==> src/rtl/smpl_clk_pkg.sv <==
package smpl_clk_pkg;
  // Field positions in the configuration word; neighbours decode these.
  localparam int SRC_LSB = 3;
  localparam int SRC_W   = 2;
  localparam int EXP_LSB = 5;
  localparam int EXP_W   = 2;
  localparam int TIM_LSB = SRC_LSB;
  localparam int TIM_W   = SRC_W + EXP_W;
  localparam int EN_LSB  = 7;
  localparam int EN_W    = 2;
  localparam int APD_BIT = 11;
  localparam int DPD_BIT = 12;

  typedef struct packed {
    logic [EXP_W-1:0] dexp;
    logic [SRC_W-1:0] src;
  } timing_t;
endpackage

==> src/rtl/smpl_timing_ctl.sv <==
module smpl_timing_ctl
  import smpl_clk_pkg::*;
#(
  parameter int CFG_W = 16
) (
  input  logic             clk,
  input  logic             rst_n,
  input  logic             cfg_wr,
  input  logic [CFG_W-1:0] cfg_data,
  output logic [CFG_W-1:0] cfg_q,
  output logic             restart,
  output logic             timing_changed
);
  timing_t new_tim, cur_tim;

  assign new_tim = timing_t'(cfg_data[TIM_LSB +: TIM_W]);
  assign cur_tim = timing_t'(cfg_q[TIM_LSB +: TIM_W]);
  assign restart = cfg_wr && (new_tim != cur_tim);

  always_ff @(posedge clk or negedge rst_n) begin
    if (!rst_n) begin
      cfg_q          <= '0;
      timing_changed <= 1'b0;
    end else begin
      timing_changed <= restart;
      if (cfg_wr) cfg_q <= cfg_data;
    end
  end

  // a pulse only follows a write
  p_pulse_after_write_r4: assert property (@(posedge clk) disable iff (!rst_n)
    timing_changed |-> $past(cfg_wr));
  // a pulse only when the stored timing field actually moved
  p_pulse_field_moved_r4: assert property (@(posedge clk) disable iff (!rst_n)
    timing_changed |-> (cfg_q[TIM_LSB +: TIM_W] != $past(cfg_q[TIM_LSB +: TIM_W])));
endmodule

==> src/rtl/smpl_rate_div.sv <==
module smpl_rate_div
  import smpl_clk_pkg::*;
#(
  parameter int          NUM_SRC     = 4,
  parameter logic [3:0]  SRC_PRESENT = 4'b0111
) (
  input  logic               clk,
  input  logic               rst_n,
  input  logic [NUM_SRC-1:0] osc_tick,
  input  logic [SRC_W-1:0]   src,
  input  logic [EXP_W-1:0]   dexp,
  input  logic               pwr_down,
  input  logic               restart,
  output logic               sample_stb
);
  localparam int CNT_W = (1 << EXP_W) - 1;
  localparam logic [CNT_W-1:0] ONES = '1;

  logic [NUM_SRC-1:0] tick_gated;
  logic [CNT_W-1:0]   cnt, lim, sh;
  logic               present, run, sel_tick, hit;

  // Empty oscillator slots are tied off at build time.
  for (genvar g = 0; g < NUM_SRC; g++) begin : g_slot
    if (SRC_PRESENT[g]) begin : g_live
      assign tick_gated[g] = osc_tick[g];
    end else begin : g_empty
      assign tick_gated[g] = 1'b0;
    end
  end

  assign present  = SRC_PRESENT[src];
  assign run      = present && !pwr_down;
  assign sel_tick = tick_gated[src];
  assign sh       = CNT_W'(CNT_W) - CNT_W'(dexp);
  assign lim      = ONES >> sh;
  assign hit      = (cnt == lim);

  always_ff @(posedge clk or negedge rst_n) begin
    if (!rst_n) begin
      cnt        <= '0;
      sample_stb <= 1'b0;
    end else if (restart || !run) begin
      cnt        <= '0;
      sample_stb <= 1'b0;
    end else if (sel_tick) begin
      sample_stb <= hit;
      cnt        <= hit ? '0 : cnt + 1'b1;
    end else begin
      sample_stb <= 1'b0;
    end
  end

  // every strobe is caused by a tick of the selected live source
  p_stb_from_tick_r1: assert property (@(posedge clk) disable iff (!rst_n)
    sample_stb |-> $past(sel_tick && run));
  // an empty slot never yields a strobe
  p_empty_slot_idle_r3: assert property (@(posedge clk) disable iff (!rst_n)
    !present |=> !sample_stb);
  // power-down keeps the strobe quiet
  p_pwrdn_idle_r7: assert property (@(posedge clk) disable iff (!rst_n)
    pwr_down |=> !sample_stb);
  // a timing change never strobes on the following cycle
  p_restart_quiet_r5: assert property (@(posedge clk) disable iff (!rst_n)
    restart |=> !sample_stb);
endmodule

==> src/rtl/smpl_cal_track.sv <==
module smpl_cal_track #(
  parameter int CAL_STROBES = 16
) (
  input  logic clk,
  input  logic rst_n,
  input  logic pwr_down,
  input  logic sample_stb,
  output logic cal_busy
);
  localparam int CW = $clog2(CAL_STROBES + 1);
  localparam logic [CW-1:0] LAST = CW'(CAL_STROBES - 1);

  logic [CW-1:0] seen;

  always_ff @(posedge clk or negedge rst_n) begin
    if (!rst_n) begin
      cal_busy <= 1'b1;
      seen     <= '0;
    end else if (pwr_down) begin
      cal_busy <= 1'b1;
      seen     <= '0;
    end else if (cal_busy && sample_stb) begin
      if (seen == LAST) begin
        cal_busy <= 1'b0;
        seen     <= '0;
      end else begin
        seen <= seen + 1'b1;
      end
    end
  end

  // power-down always re-arms calibration
  p_pwrdn_rearms_r8: assert property (@(posedge clk) disable iff (!rst_n)
    pwr_down |=> cal_busy);
  // calibration only finishes on a strobe
  p_done_on_strobe_r8: assert property (@(posedge clk) disable iff (!rst_n)
    $fell(cal_busy) |-> $past(sample_stb));
endmodule

==> src/rtl/smpl_clk_divider.sv <==
module smpl_clk_divider
  import smpl_clk_pkg::*;
#(
  parameter int         CFG_W       = 16,
  parameter int         NUM_SRC     = 1 << SRC_W,
  parameter logic [3:0] SRC_PRESENT = 4'b0111,
  parameter int         CAL_STROBES = 16
) (
  input  logic               clk,
  input  logic               rst_n,
  input  logic               cfg_wr,
  input  logic [CFG_W-1:0]   cfg_data,
  input  logic [NUM_SRC-1:0] osc_tick,
  output logic               sample_stb,
  output logic               timing_changed,
  output logic               cal_busy,
  output logic [EN_W-1:0]    inputs_en
);
  localparam logic [CFG_W-1:0] USED_MASK =
    CFG_W'(((1 << TIM_W) - 1) << TIM_LSB) |
    CFG_W'(((1 << EN_W) - 1) << EN_LSB) |
    CFG_W'(1 << APD_BIT) | CFG_W'(1 << DPD_BIT);

  logic [CFG_W-1:0] cfg_q;
  logic             restart, pwr_down;
  timing_t          tim;
  logic             unused_cfg;

  assign tim        = timing_t'(cfg_q[TIM_LSB +: TIM_W]);
  assign pwr_down   = cfg_q[APD_BIT] | cfg_q[DPD_BIT];
  assign unused_cfg = ^(cfg_q & ~USED_MASK);

  smpl_timing_ctl #(.CFG_W(CFG_W)) u_tim (
    .clk(clk), .rst_n(rst_n), .cfg_wr(cfg_wr), .cfg_data(cfg_data),
    .cfg_q(cfg_q), .restart(restart), .timing_changed(timing_changed)
  );

  smpl_rate_div #(.NUM_SRC(NUM_SRC), .SRC_PRESENT(SRC_PRESENT)) u_div (
    .clk(clk), .rst_n(rst_n), .osc_tick(osc_tick), .src(tim.src),
    .dexp(tim.dexp), .pwr_down(pwr_down), .restart(restart),
    .sample_stb(sample_stb)
  );

  smpl_cal_track #(.CAL_STROBES(CAL_STROBES)) u_cal (
    .clk(clk), .rst_n(rst_n), .pwr_down(pwr_down),
    .sample_stb(sample_stb), .cal_busy(cal_busy)
  );

  assign inputs_en = cal_busy ? '0 : cfg_q[EN_LSB +: EN_W];

  // no input is enabled during calibration, checked across a clock edge
  p_inputs_held_r9: assert property (@(posedge clk) disable iff (!rst_n)
    $past(pwr_down) |-> (inputs_en == '0));
endmodule

==> config.mk <==
export PLATFORM = sky130hd
export DESIGN_NAME = smpl_clk_divider
export DESIGN_NICKNAME = d
export VERILOG_FILES = /design/src/rtl/smpl_clk_pkg.sv /design/src/rtl/smpl_timing_ctl.sv /design/src/rtl/smpl_rate_div.sv /design/src/rtl/smpl_cal_track.sv /design/src/rtl/smpl_clk_divider.sv
export SDC_FILE = /design/constraint.sdc
export NUM_CORES = 1
export LEC_CHECK = 0
export ABC_AREA = 1
export ABC_CLOCK_PERIOD_IN_PS = 3950
export BUFFER_PORTS_ARGS = -buffer_cell sky130_fd_sc_hd__buf_2
export CAP_MARGIN = 20
export CORE_UTILIZATION = 54
export DETAILED_ROUTE_END_ITERATION = 10
export PLACE_DENSITY = 0.9
export SLEW_MARGIN = 40
export SYNTH_ARGS = -nofsm -noshare
export SYNTH_HDL_FRONTEND = slang
export SYNTH_SLANG_ARGS = --single-unit
export TNS_END_PERCENT = 20
==> constraint.sdc <==
create_clock -name clk -period 3.95 [get_ports clk]
set_clock_uncertainty 0.15 [all_clocks]
set_input_delay 0.5925 -clock clk [delete_from_list [all_inputs] [get_ports clk]]
set_output_delay 0.5925 -clock clk [all_outputs]
set_load 0.05 [all_outputs]
==> run summary, run 1 <==
Outcome: completed
Crit. End Element: primary output
Initial antenna violation count: 0
Layout area overhead: 14.20%
DRT antenna net count: 0
Row count: 15
Die X: 45.32 µm
EDFF count, synth: 0
Area occupied by multi-input gates: 457.9 µm²
Seq/Total Area, Yosys: 47.04%
Crit path required time: 3.21 ns
Final period utilization: 47.58%
Die Height: 45.32 µm
DR vias/cell: 4.862
Hold_buf cts: 0
Post-CTS sizing: 0
Post-synthesis cell count: 128
Max Clock Freq: 532.1 MHz
Die area: 0.002054 mm²
IO buf count: 18
Cell Chain, Critical Path: buf_2
RSZ-0062 raised after global routing: no
P per Cell Area: 328.2 mW/mm²
Worst vdd ir: 0.2259 mV
Average wire per standard cell: 10.02 µm
Register Area: 476.7 µm²
Fin area: 0.001157 mm²
DRC viols: 0
Tot Pwr: 0.3799 mW
Root buffer cell: clkbuf_4
GR Overflow Total: 0
GRT Util Overall: 20.66%
Final-report hold violation count: 0
DR vias: 846
Worst path depth: 1
TritonRoute pass-1 iters: 4
Placed Area: 0.001131 mm²
CP arrival: 1.14 ns
Most used cells in the layout excluding fill and tap cells: nand2_1, buf_2, dfrtp_1, inv_1, nor2_1
Worst Reg2Reg Path Length in Cells: 6
DRT iter0 DRCs: 10
P_leak: 0.5903 nW
Maxcap violations: 0
Ys Warns: 0
Max stage delay on crit path: 0.57 ns
Worst-Margin Slew: 0.4147 ns
Core ar.: 0.001745 mm²
Synth unique cells: 26
Synthesized flop and latch total: 19
Most common cell after layout, fill and taps aside: nand2_1
Worst R2R Setup Slack: 2.56 ns
CP max stage cell: dfstp_2
Final Slew Violations: 0
Num Clock Sinks: 19
Io pins: 28
Top FF cell, synth: dfrtp_1
RePlAce Congestion: 0.7113
Async SR Flop Fraction: 100.0%
First-pass GRT wire length: 2973 µm
Post-CTS setup buffers: 0
Nets: 175
Ant. Diodes: 0
CTS H-tree depth: 1
Crit start category: register
Layout fillers: 168
Vias in the first global route: 786
Routed Wire Length: 1743 µm
Clock Tree Buf Depth: 2
Final Critical Period: 1.880 ns
Number of setup violations in the final report: 0
Detailed placement HPWL: 1402 µm
CTS tree: done
TNS Setup: 0 ns
Pin count of the biggest net entering global routing: 20
Max-slew headroom: 72.36%
Initial Util: 58.06%
Cts bufs inserted: 3
Fraction of layout cells with a size suffix above 1: 24.83%
Worst hold path type: input port to async pin
Clock Latency Late Sink: 0.30 ns
Top delay family on crit path: flip-flops
Mapped Area: 0.001013 mm²
Syn_nets: 153
Clock slew at reported path FFs: 0.10 ns
Crit path buf inv count: 1
Final core occ: 66.31%
Setup CP Type: register to primary output
CP Max Fanout: 5
Syn avg cell area: 7.918 µm²
[sequential cells by signal, indices dropped and copies added, names as in the netlist]
| signal | cells |
|---|---|
| u_div.sample_stb | 1 |
| u_tim.timing_changed | 1 |
| u_cal.seen | 5 |
| u_div.cnt | 3 |
| u_tim.cfg_q | 8 |
| u_cal.cal_busy | 1 |
[report_power, final]
part | internal (mW) | switching (mW) | total [mW]
combinational | 0.0240 | 0.0439 | 0.0680
clock | 0.0394 | 0.0577 | 0.0971
sequential | 0.206 | 0.00885 | 0.215
[worst paths after layout]
kind | start | to
setup / recovery | u_cal.cal_busy | cal_busy
hold / removal | rst_n | u_cal.seen[2]
setup reg to reg | u_cal.seen[0] | u_cal.seen[0]
hold reg to reg | u_tim.cfg_q[11] | u_tim.cfg_q[11]
max in group asynchronous | rst_n | u_cal.cal_busy
min in group clk | u_tim.cfg_q[11] | u_tim.cfg_q[11]
[per-stage QoR]
stage               hold slack, ns  setup WS (ns)  cells
global placement            0.3184          2.405    170
finish                     0.05935          2.070    174
detailed placement          0.3281          2.400    170
global route               0.07706          2.027    174
floorplan                   0.1469          2.062    128
CTS                        0.07086          2.063    174
[kinds of logic (layout without fill, tap and decap cells)]
family,Yosys count,in the layout,synth area share [%]
buf+inv,21,42,7.777
fa+ha+maj,2,2,2.469
xor+xnor,3,3,2.593
compound gates,18,18,10.49
flops,19,19,47.04
mux,2,2,2.222
simple gates,63,63,27.41
[area by class of cell]
type,instances,share of cell area [%]
clock buffers,4,2.270
flip-flops and latches,19,41.19
multi-input cells,88,39.57
repair buffers,18,7.784
well taps,25,2.703
inverters,20,6.486
[metal layers]
layer	global-route usage (%)	wire (µm)	share of wire [%]	up-vias
li1	-	-	-	441
met2	40.00	873	50	20
met1	21.24	775	44	381
met3	7.200	74	4.2	4
met5	0	0	0	-
met4	3.636	20	1.1	0
[cells in the mapped netlist, types with 2 or more instances]
library cell  count  area, µm²
nand2_1          40      150.1
dfrtp_1          18      450.4
inv_1            13      48.80
nor2_1           10      37.54
inv_2             6      22.52
o21ai_1           6      30.03
nand3_1           5      25.02
a21oi_1           3      15.01
a21oi_2           3      26.28
o21ai_0           3      15.01
ha_1              2      25.02
mux2_1            2      22.52
nand2_4           2      22.52
nor2_2            2      12.51
xnor2_1           2      17.52
No activity file was read; power rests on OpenSTA's default activity.
==> run 2, diff against run 1 <==
--- a/config.mk
+++ b/config.mk
@@ -6,12 +6,12 @@
 export NUM_CORES = 1
 export LEC_CHECK = 0
 export ABC_AREA = 1
-export ABC_CLOCK_PERIOD_IN_PS = 3950
+export ABC_CLOCK_PERIOD_IN_PS = 1700
 export BUFFER_PORTS_ARGS = -buffer_cell sky130_fd_sc_hd__buf_2
 export CAP_MARGIN = 20
-export CORE_UTILIZATION = 54
+export CORE_UTILIZATION = 45
 export DETAILED_ROUTE_END_ITERATION = 10
-export PLACE_DENSITY = 0.9
+export PLACE_DENSITY = 0.81
 export SLEW_MARGIN = 40
 export SYNTH_ARGS = -nofsm -noshare
 export SYNTH_HDL_FRONTEND = slang
==> constraint.sdc (replaced) <==
create_clock -name clk -period 1.7 [get_ports clk]
set_clock_uncertainty 0.15 [all_clocks]
set_input_delay 0.255 -clock clk [delete_from_list [all_inputs] [get_ports clk]]
set_output_delay 0.255 -clock clk [all_outputs]
set_load 0.05 [all_outputs]
==> run 2 against run 1 <==
  * Global-route usage is 3.0 points lower
  * Die area rose by 19%
  * Sequential share of layout area is 0.44 points lower
  * Design area is 1.1% higher
  * Combinational power increased by 130%
  * Setup slack worse by 1.9 ns
  * Critical path depth unchanged
  * Critical path type unchanged
==> run summary, run 2 (synthesis gave the netlist of run 1 again) <==
Worst Reg2Reg Path Length in Cells: 5
Core ar.: 0.002042 mm²
WHS Endpoint: u_tim.cfg_q[11]
Layout fillers: 216
RR Endpoint: u_cal.seen[3]
FF-to-FF Start: u_tim.cfg_q[12]
Clock Tree Buf Depth: 2
IO buf count: 18
P per Cell Area: 759.1 mW/mm²
Ant. Diodes: 0
Clock Latency Late Sink: 0.29 ns
Layout area overhead: 15.43%
Fraction of layout cells with a size suffix above 1: 24.67%
Final-report hold violation count: 0
RSZ-0062 raised after global routing: no
Worst-Margin Slew: 0.4204 ns
Cts bufs inserted: 3
Maxcap violations: 0
First-pass GRT wire length: 3236 µm
Number of setup violations in the final report: 0
Max-slew headroom: 71.97%
Row count: 16
TritonRoute pass-1 iters: 4
DRC viols: 0
Most used cells in the layout excluding fill and tap cells: nand2_1, buf_2, dfrtp_1, inv_1, nor2_1
Nets: 176
Setup CP Type: register to primary output
CP arrival: 1.14 ns
Average wire per standard cell: 10.21 µm
Crit path required time: 1.29 ns
Crit. End Element: primary output
Cell Chain, Critical Path: buf_2
Most common cell after layout, fill and taps aside: nand2_1
Max Clock Freq: 647.7 MHz
Worst hold path type: input port to register
DP Cell Count: 172
Initial Util: 49.63%
Clock slew at reported path FFs: 0.11 ns
Tot Pwr: 0.8880 mW
P_leak: 0.5945 nW
Worst vdd ir: 0.3606 mV
GRT Util Overall: 17.62%
Final period utilization: 90.82%
Crit path buf inv count: 1
Pin count of the biggest net entering global routing: 20
Die Height: 49.46 µm
DR vias/cell: 4.729
Root buffer cell: clkbuf_4
GR Overflow Total: 0
CP Launch Point: u_cal.cal_busy
DRT iter0 DRCs: 11
Outcome: completed
Max reg flops: 8
Final Slew Violations: 0
Final Critical Period: 1.544 ns
Die area: 0.002446 mm²
Fin area: 0.001170 mm²
Biggest register: u_tim.cfg_q
TNS Setup: 0 ns
CP Max Fanout: 5
Io pins: 28
RePlAce Congestion: 0.8098
Post-CTS sizing: 0
CP max stage cell: dfstp_2
Top delay family on crit path: flip-flops
Hold_buf cts: 1
Detailed placement HPWL: 1351 µm
Fin cells: 177
CTS tree: done
Vias in the first global route: 783
Num Clock Sinks: 19
Placed Area: 0.001134 mm²
DR vias: 837
DRT antenna net count: 0
Hold depth: 2
Routed Wire Length: 1807 µm
Post-CTS setup buffers: 0
CTS H-tree depth: 1
Crit start category: register
Die X: 49.46 µm
Hold path start: cfg_data[11]
Biggest regs: u_tim.cfg_q (8), u_cal.seen (5), u_div.cnt (3)
Initial antenna violation count: 0
Max stage delay on crit path: 0.58 ns
Worst R2R Setup Slack: 0.31 ns
## run 2: final cells by class
cell class / count / area, µm² / share of cell area (%)
Clock buffer: 4 / 26.28 / 2.246
Inverter: 20 / 75.07 / 6.417
Multi-Input combinational cell: 88 / 457.9 / 39.14
Sequential cell: 19 / 476.7 / 40.75
Tap cell: 27 / 33.78 / 2.888
Timing Repair Buffer: 19 / 100.1 / 8.556
## run 2: worst max-delay path by stage
stage / to / slack, ns / cells after the start
after floorplan: inputs_en[0] / 0.15 / 1
after global placement: u_cal.seen[0] / 0.37 / 6
after detailed placement: u_div.cnt[1] / 0.33 / 5
after CTS: cal_busy / 0.14 / 1
after global routing: cal_busy / 0.11 / 1
final: cal_busy / 0.16 / 1
## run 2: routing by layer
layer  up-vias  GRT usage [%]  routed length (µm)
met3         4          3.086                  81
met5         -              0                   0
met4         0          9.524                  31
met1       370          22.09                 901
met2        22          28.77                 792
li1        441              -                   -
## run 2: where the power goes
| part | internal [mW] | switching [mW] | leakage (nW) | total (mW) |
|---|---|---|---|---|
| clock network | 0.0913 | 0.136 | 0.0150 | 0.227 |
| logic | 0.0576 | 0.102 | 0.336 | 0.159 |
| registers | 0.479 | 0.0226 | 0.244 | 0.501 |
| total | 0.628 | 0.260 | 0.594 | 0.888 |
## run 2: through the flow
step	setup slack [ns]	hold slack [ns]	utilization [%]
6_report	0.1561	0.01415	57.29
5_1_grt	0.1051	0.009132	57.29
4_1_cts	0.1394	0.009673	57.29
3_5_place_dp	0.3294	0.07192	55.51
3_3_place_gp	0.3693	0.06021	55.51
2_1_floorplan	0.1500	-0.1906	-
## run 2: worst reg2reg max path, cell delays in order (launching register included)
cell and delay [ns]:
dfrtp_1 0.40, nor2_1 0.31, inv_2 0.09, nor2_2 0.15
nand2_1 0.08, o22ai_1 0.14
